==> src/rtl/i2cseq_pkg.sv <==
package i2cseq_pkg;
  typedef enum logic [1:0] {OP_START = 2'd0, OP_SEND = 2'd1, OP_RECV = 2'd2, OP_STOP = 2'd3} bus_op_e;
  typedef enum logic [2:0] {ST_IDLE, ST_ADDR, ST_RUN, ST_SEND, ST_RECV, ST_STOP} seq_state_e;
  typedef enum logic [1:0] {SEL_CTRL = 2'd0, SEL_COUNT = 2'd1, SEL_SADDR = 2'd2, SEL_STCLR = 2'd3} cfg_sel_e;
  localparam int CB_EN  = 15;
  localparam int CB_MST = 10;
  localparam int CB_TRX = 9;
  localparam int CB_RPT = 2;
  localparam int CB_STP = 1;
  localparam int CB_STT = 0;
  localparam logic [15:0] CTRL_KEEP = 16'hCF87;
endpackage

==> src/rtl/iseq_cfg_regs.sv <==
module iseq_cfg_regs #(
  parameter int CW = 16,
  parameter int AW = 10
) (
  input  logic          clk,
  input  logic          rst_n,
  input  logic          soft_clr,
  input  logic          wr_count,
  input  logic          wr_saddr,
  input  logic [15:0]   wdata,
  output logic [CW-1:0] count_q,
  output logic [AW-1:0] saddr_q
);
  always_ff @(posedge clk) begin
    if (!rst_n || soft_clr) begin
      count_q <= '0;
      saddr_q <= '0;
    end else begin
      if (wr_count) count_q <= wdata[CW-1:0];
      if (wr_saddr) saddr_q <= wdata[AW-1:0];
    end
  end
endmodule

==> src/rtl/iseq_rx_fifo.sv <==
module iseq_rx_fifo #(
  parameter int W     = 8,
  parameter int DEPTH = 4
) (
  input  logic         clk,
  input  logic         rst_n,
  input  logic         flush,
  input  logic         push,
  input  logic [W-1:0] push_data,
  input  logic         pop,
  output logic         full,
  output logic         rd_valid,
  output logic [W-1:0] rd_data
);
  localparam int PW = (DEPTH > 1) ? $clog2(DEPTH) : 1;
  localparam int FW = $clog2(DEPTH + 1);

  logic [W-1:0]  mem [DEPTH];
  logic [PW-1:0] wp, rp;
  logic [FW-1:0] fill;
  logic          do_push, do_pop;

  function automatic logic [PW-1:0] nxt(input logic [PW-1:0] p);
    return (p == PW'(DEPTH - 1)) ? '0 : p + PW'(1);
  endfunction

  assign full     = (fill == FW'(DEPTH));
  assign rd_valid = (fill != '0);
  assign rd_data  = mem[rp];
  assign do_push  = push && !full;
  assign do_pop   = pop && rd_valid;

  always_ff @(posedge clk) begin
    if (do_push) mem[wp] <= push_data;
  end

  always_ff @(posedge clk) begin
    if (!rst_n || flush) begin
      wp   <= '0;
      rp   <= '0;
      fill <= '0;
    end else begin
      if (do_push) wp <= nxt(wp);
      if (do_pop)  rp <= nxt(rp);
      if (do_push && !do_pop)      fill <= fill + FW'(1);
      else if (do_pop && !do_push) fill <= fill - FW'(1);
    end
  end
endmodule

==> src/rtl/i2c_xfer_seq.sv <==
module i2c_xfer_seq
  import i2cseq_pkg::*;
#(
  parameter int CW             = 16,
  parameter int RX_DEPTH       = 4,
  parameter bit LEGACY_DIS_RST = 1'b1
) (
  input  logic          clk,
  input  logic          rst_n,
  input  logic          cfg_wr,
  input  logic [1:0]    cfg_sel,
  input  logic [15:0]   cfg_wdata,
  output logic [15:0]   ctrl_o,
  output logic [CW-1:0] cur_count,
  output logic          stat_nack,
  output logic          stat_ardy,
  output logic          stat_rrdy,
  output logic          stat_xrdy,
  input  logic          tx_valid,
  output logic          tx_ready,
  input  logic [7:0]    tx_data,
  output logic          rx_valid,
  input  logic          rx_ready,
  output logic [7:0]    rx_data,
  output logic          cmd_valid,
  output logic [1:0]    cmd_op,
  output logic [9:0]    cmd_addr,
  output logic          cmd_rd,
  output logic [7:0]    cmd_byte,
  input  logic          eng_done,
  input  logic          eng_ack,
  input  logic [7:0]    eng_rdata
);
  localparam int AW = 10;

  seq_state_e    state, state_n;
  logic [15:0]   ctrl_q, ctrl_n;
  logic [CW-1:0] cnt_q, cnt_n, count_q;
  logic [AW-1:0] saddr_q;
  logic          nack_q, nack_n, ardy_q, ardy_n, rd_q, rd_n;
  logic [7:0]    byte_q, byte_n;
  logic          wr_ctrl, soft_clr, start_go, run_tx_ok, cnt_zero;
  logic          push, flush, fifo_full;

  assign wr_ctrl  = cfg_wr && (cfg_sel == SEL_CTRL);
  assign soft_clr = LEGACY_DIS_RST && wr_ctrl && !cfg_wdata[CB_EN];
  assign start_go = wr_ctrl && cfg_wdata[CB_EN] && cfg_wdata[CB_MST] && cfg_wdata[CB_STT]
                    && ((state == ST_IDLE) || (state == ST_RUN));
  assign cnt_zero = (cnt_q == '0);
  assign run_tx_ok = (state == ST_RUN) && ctrl_q[CB_TRX]
                     && (ctrl_q[CB_RPT] ? !ctrl_q[CB_STP] : !cnt_zero);
  assign tx_ready  = run_tx_ok && !start_go && !soft_clr;

  iseq_cfg_regs #(.CW(CW), .AW(AW)) u_cfg (
    .clk(clk), .rst_n(rst_n), .soft_clr(soft_clr),
    .wr_count(cfg_wr && (cfg_sel == SEL_COUNT)),
    .wr_saddr(cfg_wr && (cfg_sel == SEL_SADDR)),
    .wdata(cfg_wdata), .count_q(count_q), .saddr_q(saddr_q)
  );

  iseq_rx_fifo #(.W(8), .DEPTH(RX_DEPTH)) u_rxq (
    .clk(clk), .rst_n(rst_n), .flush(flush || soft_clr),
    .push(push), .push_data(eng_rdata), .pop(rx_ready),
    .full(fifo_full), .rd_valid(rx_valid), .rd_data(rx_data)
  );

  always_comb begin
    state_n = state;
    ctrl_n  = wr_ctrl ? ((cfg_wdata & CTRL_KEEP) & ~16'h0001) : ctrl_q;
    cnt_n   = cnt_q;
    nack_n  = nack_q;
    ardy_n  = ardy_q;
    if (cfg_wr && (cfg_sel == SEL_STCLR)) begin
      if (cfg_wdata[1]) nack_n = 1'b0;
      if (cfg_wdata[2]) ardy_n = 1'b0;
    end
    rd_n   = rd_q;
    byte_n = byte_q;
    push   = 1'b0;
    flush  = 1'b0;
    if (start_go) begin
      state_n = ST_ADDR;
      rd_n    = ~cfg_wdata[CB_TRX];
      flush   = 1'b1;
    end else begin
      unique case (state)
        ST_ADDR: if (eng_done) begin
          if (eng_ack) begin
            cnt_n   = count_q;
            state_n = ST_RUN;
          end else begin
            nack_n         = 1'b1;
            ctrl_n[CB_STP] = 1'b0;
            state_n        = ST_IDLE;
          end
        end
        ST_RUN: begin
          if (!ctrl_q[CB_RPT] && cnt_zero) begin
            if (ctrl_q[CB_STP]) state_n = ST_STOP;
            else begin
              ardy_n         = 1'b1;
              ctrl_n[CB_MST] = 1'b0;
              state_n        = ST_IDLE;
            end
          end else if (ctrl_q[CB_RPT] && ctrl_q[CB_STP]) begin
            state_n = ST_STOP;
          end else if (ctrl_q[CB_TRX]) begin
            if (tx_valid && tx_ready) begin
              byte_n  = tx_data;
              state_n = ST_SEND;
            end
          end else if (!fifo_full) begin
            state_n = ST_RECV;
          end
        end
        ST_SEND: if (eng_done) begin
          if (!ctrl_q[CB_RPT]) cnt_n = cnt_q - CW'(1);
          if (!eng_ack) begin
            nack_n         = 1'b1;
            ctrl_n[CB_STP] = 1'b0;
            state_n        = ST_IDLE;
          end else begin
            state_n = ST_RUN;
          end
        end
        ST_RECV: if (eng_done) begin
          push = 1'b1;
          if (!ctrl_q[CB_RPT]) cnt_n = cnt_q - CW'(1);
          state_n = ST_RUN;
        end
        ST_STOP: if (eng_done) begin
          ctrl_n[CB_STP] = 1'b0;
          cnt_n          = count_q;
          state_n        = ST_IDLE;
        end
        default: state_n = state;
      endcase
    end
  end

  always_ff @(posedge clk) begin
    if (!rst_n || soft_clr) begin
      state  <= ST_IDLE;
      ctrl_q <= '0;
      cnt_q  <= '0;
      nack_q <= 1'b0;
      ardy_q <= 1'b0;
      rd_q   <= 1'b0;
      byte_q <= '0;
    end else begin
      state  <= state_n;
      ctrl_q <= ctrl_n;
      cnt_q  <= cnt_n;
      nack_q <= nack_n;
      ardy_q <= ardy_n;
      rd_q   <= rd_n;
      byte_q <= byte_n;
    end
  end

  always_comb begin
    unique case (state)
      ST_SEND: cmd_op = OP_SEND;
      ST_RECV: cmd_op = OP_RECV;
      ST_STOP: cmd_op = OP_STOP;
      default: cmd_op = OP_START;
    endcase
  end

  assign cmd_valid = (state == ST_ADDR) || (state == ST_SEND) || (state == ST_RECV) || (state == ST_STOP);
  assign cmd_addr  = saddr_q;
  assign cmd_rd    = rd_q;
  assign cmd_byte  = byte_q;
  assign ctrl_o    = ctrl_q;
  assign cur_count = cnt_q;
  assign stat_nack = nack_q;
  assign stat_ardy = ardy_q;
  assign stat_rrdy = rx_valid;
  assign stat_xrdy = tx_ready;
endmodule

==> config.mk <==
export PLATFORM = sky130hd
export DESIGN_NAME = i2c_xfer_seq
export DESIGN_NICKNAME = d
export VERILOG_FILES = /design/src/rtl/i2cseq_pkg.sv /design/src/rtl/iseq_cfg_regs.sv /design/src/rtl/iseq_rx_fifo.sv /design/src/rtl/i2c_xfer_seq.sv
export SDC_FILE = /design/constraint.sdc
export NUM_CORES = 1
export LEC_CHECK = 0
export BUFFER_PORTS_ARGS = -buffer_cell sky130_fd_sc_hd__clkbuf_2
export CAP_MARGIN = 20
export CORE_UTILIZATION = 36
export CTS_BUF_LIST = sky130_fd_sc_hd__clkbuf_16
export DETAILED_ROUTE_END_ITERATION = 16
export PLACE_DENSITY_LB_ADDON = 0.12
export SYNTH_ARGS = -nofsm -noshare
export SYNTH_HDL_FRONTEND = slang
export SYNTH_HIERARCHICAL = 1
export SYNTH_SLANG_ARGS = --single-unit
==> constraint.sdc <==
create_clock -name clk -period 4.1 [get_ports clk]
set_input_delay 0.82 -clock clk [delete_from_list [all_inputs] [get_ports clk]]
set_output_delay 0.82 -clock clk [all_outputs]
set_load 0.01 [all_outputs]
Word level (Yosys, flattened, before mapping)
Memories as Yosys holds them, arrays and structs flattened. A register that Yosys moved wholly into a read port is not among the register bits.
Cells that the tools add are included.

word-level totals
  register bits = 72
  RAM bits = 32
  bits of input ports = 41
  output and inout port bits = 68
  word-level logic and storage cells = 155
  memories = 1

operators by class
  add/subtract/negate cells = 5
  equal/unequal tests = 25
  muxes and demuxes = 54
  bitwise logic cells = 4
  reduce and logical (&&, ||, !) cells = 52

memory list
  name       depth  bits a word  read ports  clocked after Yosys merged registers in  wr ports  RTL line            source
  u_rxq.mem  4      8            1           1                                        1         iseq_rx_fifo.sv:18  logic [W-1:0] mem [DEPTH];

operators with widths
  cell                                                   number
  two-way mux 16 bit                                     5
  case mux 16 bit (3 select lines)                       1
  two-way mux 3 bit                                      11
  two-way mux 1 bit                                      28
  logical AND 1 bit                                      20
  AND reduction 6 bit                                    3
  zero test 16 bit                                       1
  subtractor 16 x 1 -> 16 bit, second input constant     1
  case mux 3 bit (4 select lines)                        1
  two-way mux 11 bit                                     1
  zero test 1 bit                                        10
  two-way mux 2 bit                                      5
  inequality test 2 bit, second input constant           5
  == test 3 bit, second input constant                   3
  == test 2 bit, second input constant                   4
  logical OR 1 bit                                       7
  AND reduction 7 bit                                    1
  == test 3 x 2 -> 1 bit, second input constant          2
  inequality test 3 bit, second input constant           2
  inequality test 6 x 3 -> 1 bit, second input constant  1
  inequality test 6 x 4 -> 1 bit, second input constant  1
  case mux 2 bit (3 select lines)                        1
  nonzero test 3 bit                                     2
  OR reduction 2 bit                                     3
  other kinds (16)                                       21

Logic depth before layout (Yosys ltp)
Gate-level depths: netlist of the first run.

  depth after elaboration = 16
  depth in mapped cells = 11
  depth with buffers taken out = 9

Hierarchy
Netlist of the first run, hierarchy kept.

modules (own cells, without submodules)
  module         times used  cells each  area an instance (sq um)  sequential area each (sq um)
  i2c_xfer_seq   1           308         2,357.3                   780.7
  iseq_rx_fifo   1           92          1,632.8                   1,141.1
  iseq_cfg_regs  1           85          960.9                     520.5

Worst setup path before layout of the first run
Ideal clock, no wire load.

  path kind = in2reg
  start = input port eng_done
  end = register u_rxq.fill[2]
  library setup time = 0.070 ns
  arrival time = 3.423 ns
  path slack = 0.607 ns
  cell stages on the path = 11
  cell sequence = clkbuf_1 inv_1 clkbuf_1 nor4_1 and2_4 ha_1 inv_1 fa_1 xor2_1 or3_2 a21oi_1

on the way
  word-level cells in the longest chain between the ends = 7

ends and longest elaborated chain
  what                          RTL line             source
  start: declaration            i2c_xfer_seq.sv:30   input logic eng_done,
  two-way mux 1 bit (*)         i2c_xfer_seq.sv:126  ST_RECV: if (eng_done) begin
  two-way mux 1 bit (*)         i2c_xfer_seq.sv:86   unique case (state)
  two-way mux 1 bit (*)         i2c_xfer_seq.sv:81   if (start_go) begin
  named net push                i2c_xfer_seq.sv:43   logic push, flush, fifo_full;
  logical AND 1 bit (*)         iseq_rx_fifo.sv:30   assign do_push = push && !full;
  named net u_rxq.do_push       iseq_rx_fifo.sv:21   logic do_push, do_pop;
  zero test 1 bit               iseq_rx_fifo.sv:46   else if (do_pop && !do_push) fill <= fill - FW'(1);
  logical AND 1 bit             iseq_rx_fifo.sv:46
  nonzero test 2 bit (no line)  -
  end signal: assignment        iseq_rx_fifo.sv:45   if (do_push && !do_pop) fill <= fill + FW'(1);
  end signal: assignment        iseq_rx_fifo.sv:46
  end: declaration              iseq_rx_fifo.sv:20   logic [FW-1:0] fill;

The timed path passes the listed nets; every way through them passes the cells marked *.
A chain may end at the register's enable or synchronous reset.

Final worst setup path of the first run
  start = input port cfg_sel[1]
  end = output port tx_ready

on the way
  word-level cells in the longest chain between the ends = 9

ends and longest elaborated chain
  what                             RTL line            source
  start: declaration               i2c_xfer_seq.sv:11  input logic [1:0] cfg_sel,
  zero test 2 bit (*)              i2c_xfer_seq.sv:45  assign wr_ctrl = cfg_wr && (cfg_sel == SEL_CTRL);
  logical AND 1 bit (*)            i2c_xfer_seq.sv:45
  logical AND 1 bit (3 in series)  i2c_xfer_seq.sv:47  assign start_go = wr_ctrl && cfg_wdata[CB_EN] && cfg_wdata[CB_MST] && cfg_wdata[CB_STT]
  logical AND 1 bit                i2c_xfer_seq.sv:48  && ((state == ST_IDLE) || (state == ST_RUN));
  zero test 1 bit                  i2c_xfer_seq.sv:52  assign tx_ready = run_tx_ok && !start_go && !soft_clr;
  logical AND 1 bit                i2c_xfer_seq.sv:52
  logical AND 1 bit (*)            i2c_xfer_seq.sv:52
  end: declaration                 i2c_xfer_seq.sv:20  output logic tx_ready,

Every way passes the cells marked *; elsewhere a longest branch is shown, timed or not.

==> reports/results.ini, run 1 <==
[place]
placed_area_mm2 = 0.00552
place_hpwl_um = 8950
portBuffers = 101
dp_cells = 737
routabilityCongestion = 0.814

[synthesis]
synth_mux_area_frac = 0.0930
syn_avg_cell_area_um2 = 10.2
synth_xor_xnor_area_share = 0.00354
ys_ff_latch = 106
synth_ff_type = dfxtp_1
synth_compound_area_frac = 0.136
synthAdderAreaFrac = 0.0243
yosysTopAreaCellShare = 0.299
yosysWarnings = 6
yosysMostFrequentCell = dfxtp_1
yosys-top-cells-count = 74 x dfxtp_1, 51 x nand2_1, 51 x nor2_1, 32 x edfxtp_1, 28 x mux2i_1
synthTopCellsByArea = dfxtp_1 30%, edfxtp_1 19%, mux2i_1 5.7%
syn_inst = 485
synth_top_family_by_area = simple AND/OR/NAND/NOR gates
ys_seq_area_frac = 0.493
synthArstFlopShare = 0
ys_types = 67
synth_edf_count = 32
syn_area_mm2 = 0.00495
synth_simple_gate_area_share = 0.192
yosysTopAreaCell = dfxtp_1

[global_routing]
track_usage = 0.181
grt_max_degree = 31
grt_overflow = 0
antenna_found_initial = 0
grt_pass1_vias = 3727
grt_pass1_wl_um = 19900

[timing]
skew_ns = 0.0120
finalSetupTns_ns = 0
fin_crit_ns = 2.94
hold_violations = 0
hold_ws_ns = 0.457
period_share = 0.717
slew_headroom = 0.301
worstMarginPinSlew_ns = 1.05
maxSlewViolCount = 0
setup_violations = 0
rsz0062_at_grt = false
fmax_mhz = 340

[critical_path]
start_kind = primary input
required_ns = 3.28
path_class = in -> out
ff2ff_path_depth = 10
critPathMaxFanout = 12
worstPathArrival_ns = 2.12
endpoint_kind = primary output

[flow_run]
drv_cap = 0

[finish]
synthToLayoutAreaGrowth_pct = 18.2
design_area_mm2 = 0.00585
fillCellCount = 1297
finalNonFillerCells = 756
drive_above_1_share = 0.272
final_nets = 625
antenna_cells = 0

[clocking]
tritoncts = built
cts_max_path_buffers = 2
ctsResizeCount = 0
numCtsBuffers = 9
post-cts-setup-buffers = 0
cts_hold_buf = 0
cts-root-buf = clkbuf_16
path_clk_slew_ns = 0.07
clkSinkCount = 106
clock_latency_ns = 0.35
htree_levels = 3

[floorplanning]
start_util = 0.371
die_w_um = 119
row_count = 42
die_area_mm2 = 0.0142
core_area_mm2 = 0.0133
pin_count = 109
die_h_um = 119

[run_status]
status = complete, no violations

[power_and_ir_drop]
p_leak_nw = 2.26
ir_worst_vdd_v = 0.000176
power.density_mw_per_mm2 = 399

[route]
vias = 3975
vias_per_cell = 5.26
avgRoutedWirePerCell_um = 16.5
drtPass1Iterations = 5
drtAntennaViolNets = 0
routed_wl_um = 12500
drt_iter0_markers = 281
drc = 0

[hold_path]
hold_path.class = reg -> reg
holdPathStages = 2

## logic make-up after synthesis
kind of cell | count (synthesis)
compound gates | 98
fa+ha+maj | 9
mux | 36
xor+xnor | 2
buf+inv | 49
other cells | 1
flops | 106
simple gates | 184
## per-stage QoR
stage               worst slack [ns]  power (mW)   util
finish                          1.16        2.34  0.438
global route                   0.958        2.45  0.438
CTS                             1.16        2.36  0.435
detailed placement              1.13        1.51  0.413
global placement                1.19        1.50  0.413
floorplan                      0.607        1.41      -
## per-layer routing
layer	global-route usage	part of all wire
met1	0.233	0.45
met2	0.300	0.48
met3	0.0297	0.051
met4	0.0767	0.021
met5	0	0
## flip-flops by register name, summed over array words and instances, names as in the netlist, named ones only
register and count:
cmd_byte 8, cmd_rd 1, ctrl_o 9, stat_nack 1, u_rxq/rp 2, u_rxq/mem 32
u_cfg/count_q 16, u_rxq/wp 2, u_cfg/saddr_q 10, state 3, u_rxq/fill 3, cur_count 16
stat_ardy 1
## cell usage in the layout, fill, tap and decap left out, drive strengths merged, types with 8 or more instances in the layout
master | synthesis | final
buf | 29 | 10
o31ai | 11 | 11
o21ai | 21 | 21
o211ai | 9 | 9
nand3 | 22 | 22
ha | 8 | 8
nand2 | 51 | 51
dfxtp | 74 | 74
inv | 11 | 14
clkbuf | 9 | 110
nor2 | 51 | 51
mux4 | 8 | 8
edfxtp | 32 | 32
mux2i | 28 | 28
a21oi | 26 | 26
## cell type report
type,instances,area [µm²],share of cell area
sequential,106,2440,0.417
multi-input combinational,336,2250,0.385
inverter,11,41.3,0.00706
clock buffer,9,225,0.0385
tap,176,220,0.0376
timing repair buffer,111,598,0.102
clock inverter,7,68.8,0.0118
## final timing paths
check / slack (ns) / startpoint / end
setup reg to reg: 1.26 / state[2]$_SDFFE_PP0P_ / u_rxq/fill[2]$_SDFFE_PP0P_
hold / removal: 0.46 / cmd_byte[6]$_SDFFE_PP0P_ / cmd_byte[6]$_SDFFE_PP0P_
hold reg to reg: 0.46 / cmd_byte[6]$_SDFFE_PP0P_ / cmd_byte[6]$_SDFFE_PP0P_
setup / recovery: 1.16 / cfg_sel[1] / tx_ready
## report_power, final
part / internal [mW] / switching (mW) / leakage, nW
Clock: 0.429 / 0.426 / 0.143
Sequential: 1.11 / 0.0509 / 0.886
Combinational: 0.155 / 0.164 / 1.23
Total: 1.70 / 0.641 / 2.26
## worst max-delay path, cell delays in order
cell	delay [ns]
clkbuf_2	0.13
or3b_1	0.60
a21oi_4	0.31
nor3b_1	0.12
clkbuf_2	0.14
No activity file was read; power rests on OpenSTA's default activity.
==> inputs of run 2 (changes only) <==
ABC_AREA = 1   (was not set)
clock period = 2.4 ns   (was 4.1 ns; I/O delays follow)
==> run 2 against run 1 <==
Global-route usage down 0.70 points. Critical path depth rose by 5. Worst setup slack worse by 0.91 ns. Highest routed layer unchanged. Sequential cell count unchanged. Sequential share of layout area down 1.3 points. Register-to-register slack got worse by 0.99 ns. Sequential power up 84%. Largest power group unchanged. Combinational power grew to 6.2 times the previous value. Non-clock buffer count grew 2. Largest cell class unchanged. Die area up 2.9%.
==> reports/results.ini, run 2 <==
[clocking]
cts-root-buf = clkbuf_16
clkSinkCount = 106  ; unchanged
path_clk_slew_ns = 0.07  ; about the same
tritoncts = built
numCtsBuffers = 9  ; unchanged
clock_latency_ns = 0.35  ; about the same
cts_hold_buf = 0  ; unchanged
cts_max_path_buffers = 2  ; unchanged
htree_levels = 3  ; unchanged

[power_and_ir_drop]
power.density_mw_per_mm2 = 954  ; +140%
total_power_mw = 5.76  ; +150%
ir_worst_vdd_v = 0.000359  ; +100%
p_leak_nw = 2.66  ; +18%

[hold_path]
hold_path.class = in -> reg

[place]
routabilityCongestion = 0.844  ; +3.7%
place_hpwl_um = 9000  ; +0.57%
placed_area_mm2 = 0.00570  ; +3.4%
place_ws_ns = 0.144  ; -0.990 ns
portBuffers = 101  ; unchanged
dp_cells = 905  ; +23%

[critical_path]
start_kind = flip-flop
crit_chain = inv_1 -> ha_1 -> inv_1 -> nor2_1 -> nand2_1 -> nor2_1 -> nand2_4 -> nand2_4 -> nor3_4 -> clkbuf_2
worstPathArrival_ns = 1.67  ; -0.45 ns
cp_top_family = simple AND/OR/NAND/NOR gates
cpPeakStageDelay_ns = 0.35  ; -0.25 ns
path_class = reg -> out
required_ns = 1.92  ; -1.36 ns
cp_num_buf_inv = 3  ; +1
critPathSlowestCell = dfxtp_1
endpoint_kind = primary output
critPathMaxFanout = 6  ; -6

[floorplanning]
pin_count = 109  ; unchanged
core_area_mm2 = 0.0138  ; +3.6%
start_util = 0.369  ; -0.00218
die_h_um = 121  ; +1.5%
die_area_mm2 = 0.0146  ; +2.9%
row_count = 43  ; +2.4%
die_w_um = 121  ; +1.5%

[synthesis]
ys_ff_latch = 106  ; unchanged
ys_types = 42  ; -37%
synth_ff_type = dfxtp_1
yosysTopAreaCell = dfxtp_1
yosysMostFrequentCell = nand2_1
synth_edf_count = 32  ; unchanged
syn_avg_cell_area_um2 = 8.03  ; -21%
yosys-top-cells-count = 136 x nand2_1, 99 x nor2_1, 74 x dfxtp_1, 56 x a21oi_1, 54 x inv_1
yosysTopAreaCellShare = 0.291  ; -0.00866
synthArstFlopShare = 0  ; unchanged
ys_seq_area_frac = 0.479  ; -0.0143
synthTopCellsByArea = dfxtp_1 29%, edfxtp_1 19%, nand2_1 10%
yosysWarnings = 6  ; unchanged
syn_area_mm2 = 0.00510  ; +3.0%
syn_inst = 635  ; +31%

[timing]
slew_headroom = 0.591  ; +0.290
fmax_mhz = 464
finalSetupTns_ns = 0  ; unchanged
setup_violations = 0  ; unchanged
maxSlewViolCount = 0  ; unchanged
worstMarginPinSlew_ns = 0.611  ; -0.437 ns
hold_violations = 0  ; unchanged
fin_crit_ns = 2.15
period_share = 0.897
worst_slack_ns = 0.246  ; -0.914 ns
rsz0062_at_grt = false
skew_ns = 0.00709  ; -0.00493 ns

[finish]
largest_reg_flops = 32  ; unchanged
drive_above_1_share = 0.243  ; -0.0298
seq_area_mm2 = 0.00244  ; unchanged
most-common-layout-cells = 136 x nand2_1, 101 x clkbuf_2, 99 x nor2_1, 74 x dfxtp_1, 56 x a21oi_1
final_nets = 787  ; +26%
finalNonFillerCells = 922  ; +22%
multi_input_area_mm2 = 0.00220  ; -2.4%
fillCellCount = 1398  ; +7.8%
synthToLayoutAreaGrowth_pct = 18.4
design_area_mm2 = 0.00604  ; +3.2%
regMostFlops = u_rxq/mem
antenna_cells = 0  ; unchanged
final_common_cell = nand2_1

[route]
drc = 0  ; unchanged
avgRoutedWirePerCell_um = 13.2  ; -20%
drt_iter0_markers = 196  ; -30%
vias = 4330  ; +8.9%
drtAntennaViolNets = 0  ; unchanged
vias_per_cell = 4.70  ; -11%
routed_wl_um = 12200  ; -2.3%
drtPass1Iterations = 4  ; -1

[global_routing]
track_usage = 0.174  ; -0.00696
grt_max_degree = 27  ; -13%
grt_overflow = 0  ; unchanged
antenna_found_initial = 0  ; unchanged
grt_pass1_vias = 4085  ; +9.6%
grt_pass1_wl_um = 19900  ; +0.28%

[run_status]
status = complete, no violations

[flow_run]
drv_cap = 0  ; unchanged

run 2: changes by cell type in the layout (fill, tap and decap cells not counted), moves of 8 or more:
cell / change
nand2_1: +85
nor2_1: +49
inv_1: +44
a21oi_1: +31
mux2i_1: -27
nand2_2: +17
o21ai_0: +16
a21oi_2: +10
o31ai_1: -10
mux4_2: -8
run 2: routing by layer:
layer / vias to the layer above / share of wire / global-route usage
li1: 2248 / - / -
met1: 1957 / 0.49 / 0.234
met2: 113 / 0.44 / 0.270
met3: 12 / 0.055 / 0.0395
met4: 0 / 0.013 / 0.0679
met5: - / 0 / 0
run 2: power by group:
group / internal [mW] / switching, mW / total (mW)
clock network: 0.928 / 0.704 / 1.63
registers: 1.99 / 0.149 / 2.14
logic: 0.705 / 1.28 / 1.99
run 2: timing repair:
item                       in CTS  in global routing
setup buffers                   1                  0
setup endpoints to repair       2                  0
gates resized for setup         0                  0
hold endpoints to repair        0                  0
run 2: area by class of cell:
class,count,area share
flip-flops and latches,106,0.405
repair buffers,113,0.0987
multi-input cells,444,0.364
clock buffers,9,0.0373
inverters,63,0.0412
well taps,180,0.0373
clock inverters,7,0.0166
run 2: cells by family (layout without fill, tap and decap cells):
| kind of cell | count (synthesis) | in the layout | share of synthesized area |
|---|---|---|---|
| xor+xnor | 7 | 7 | 0.0120 |
| simple gates | 295 | 295 | 0.251 |
| fa+ha+maj | 9 | 9 | 0.0236 |
| compound gates | 125 | 125 | 0.137 |
| mux | 1 | 1 | 0.00196 |
| other cells | 1 | 7 | 0.000735 |
| buf+inv | 91 | 192 | 0.0940 |
| flops | 106 | 106 | 0.479 |
run 2: worst paths after layout:
check	to	start	cells after the start	slack, ns
setup / recovery	tx_ready	cur_count[0]$_SDFFE_PP0P_	10	0.25
hold / removal	u_rxq/mem[3][6]$_DFFE_PP_	eng_rdata[6]	1	0.35
setup reg to reg	u_rxq/fill[2]$_SDFFE_PP0P_	state[1]$_SDFFE_PP0P_	14	0.27
hold reg to reg	u_cfg/count_q[1]$_SDFFE_PP0P_	u_cfg/count_q[1]$_SDFFE_PP0P_	2	0.46
run 2: metrics by stage:
step	hold WS, ns	utilization
finish	0.346	0.437
global route	0.340	0.437
CTS	0.332	0.437
detailed placement	0.452	0.413
global placement	0.451	0.413
floorplan	0.439	-
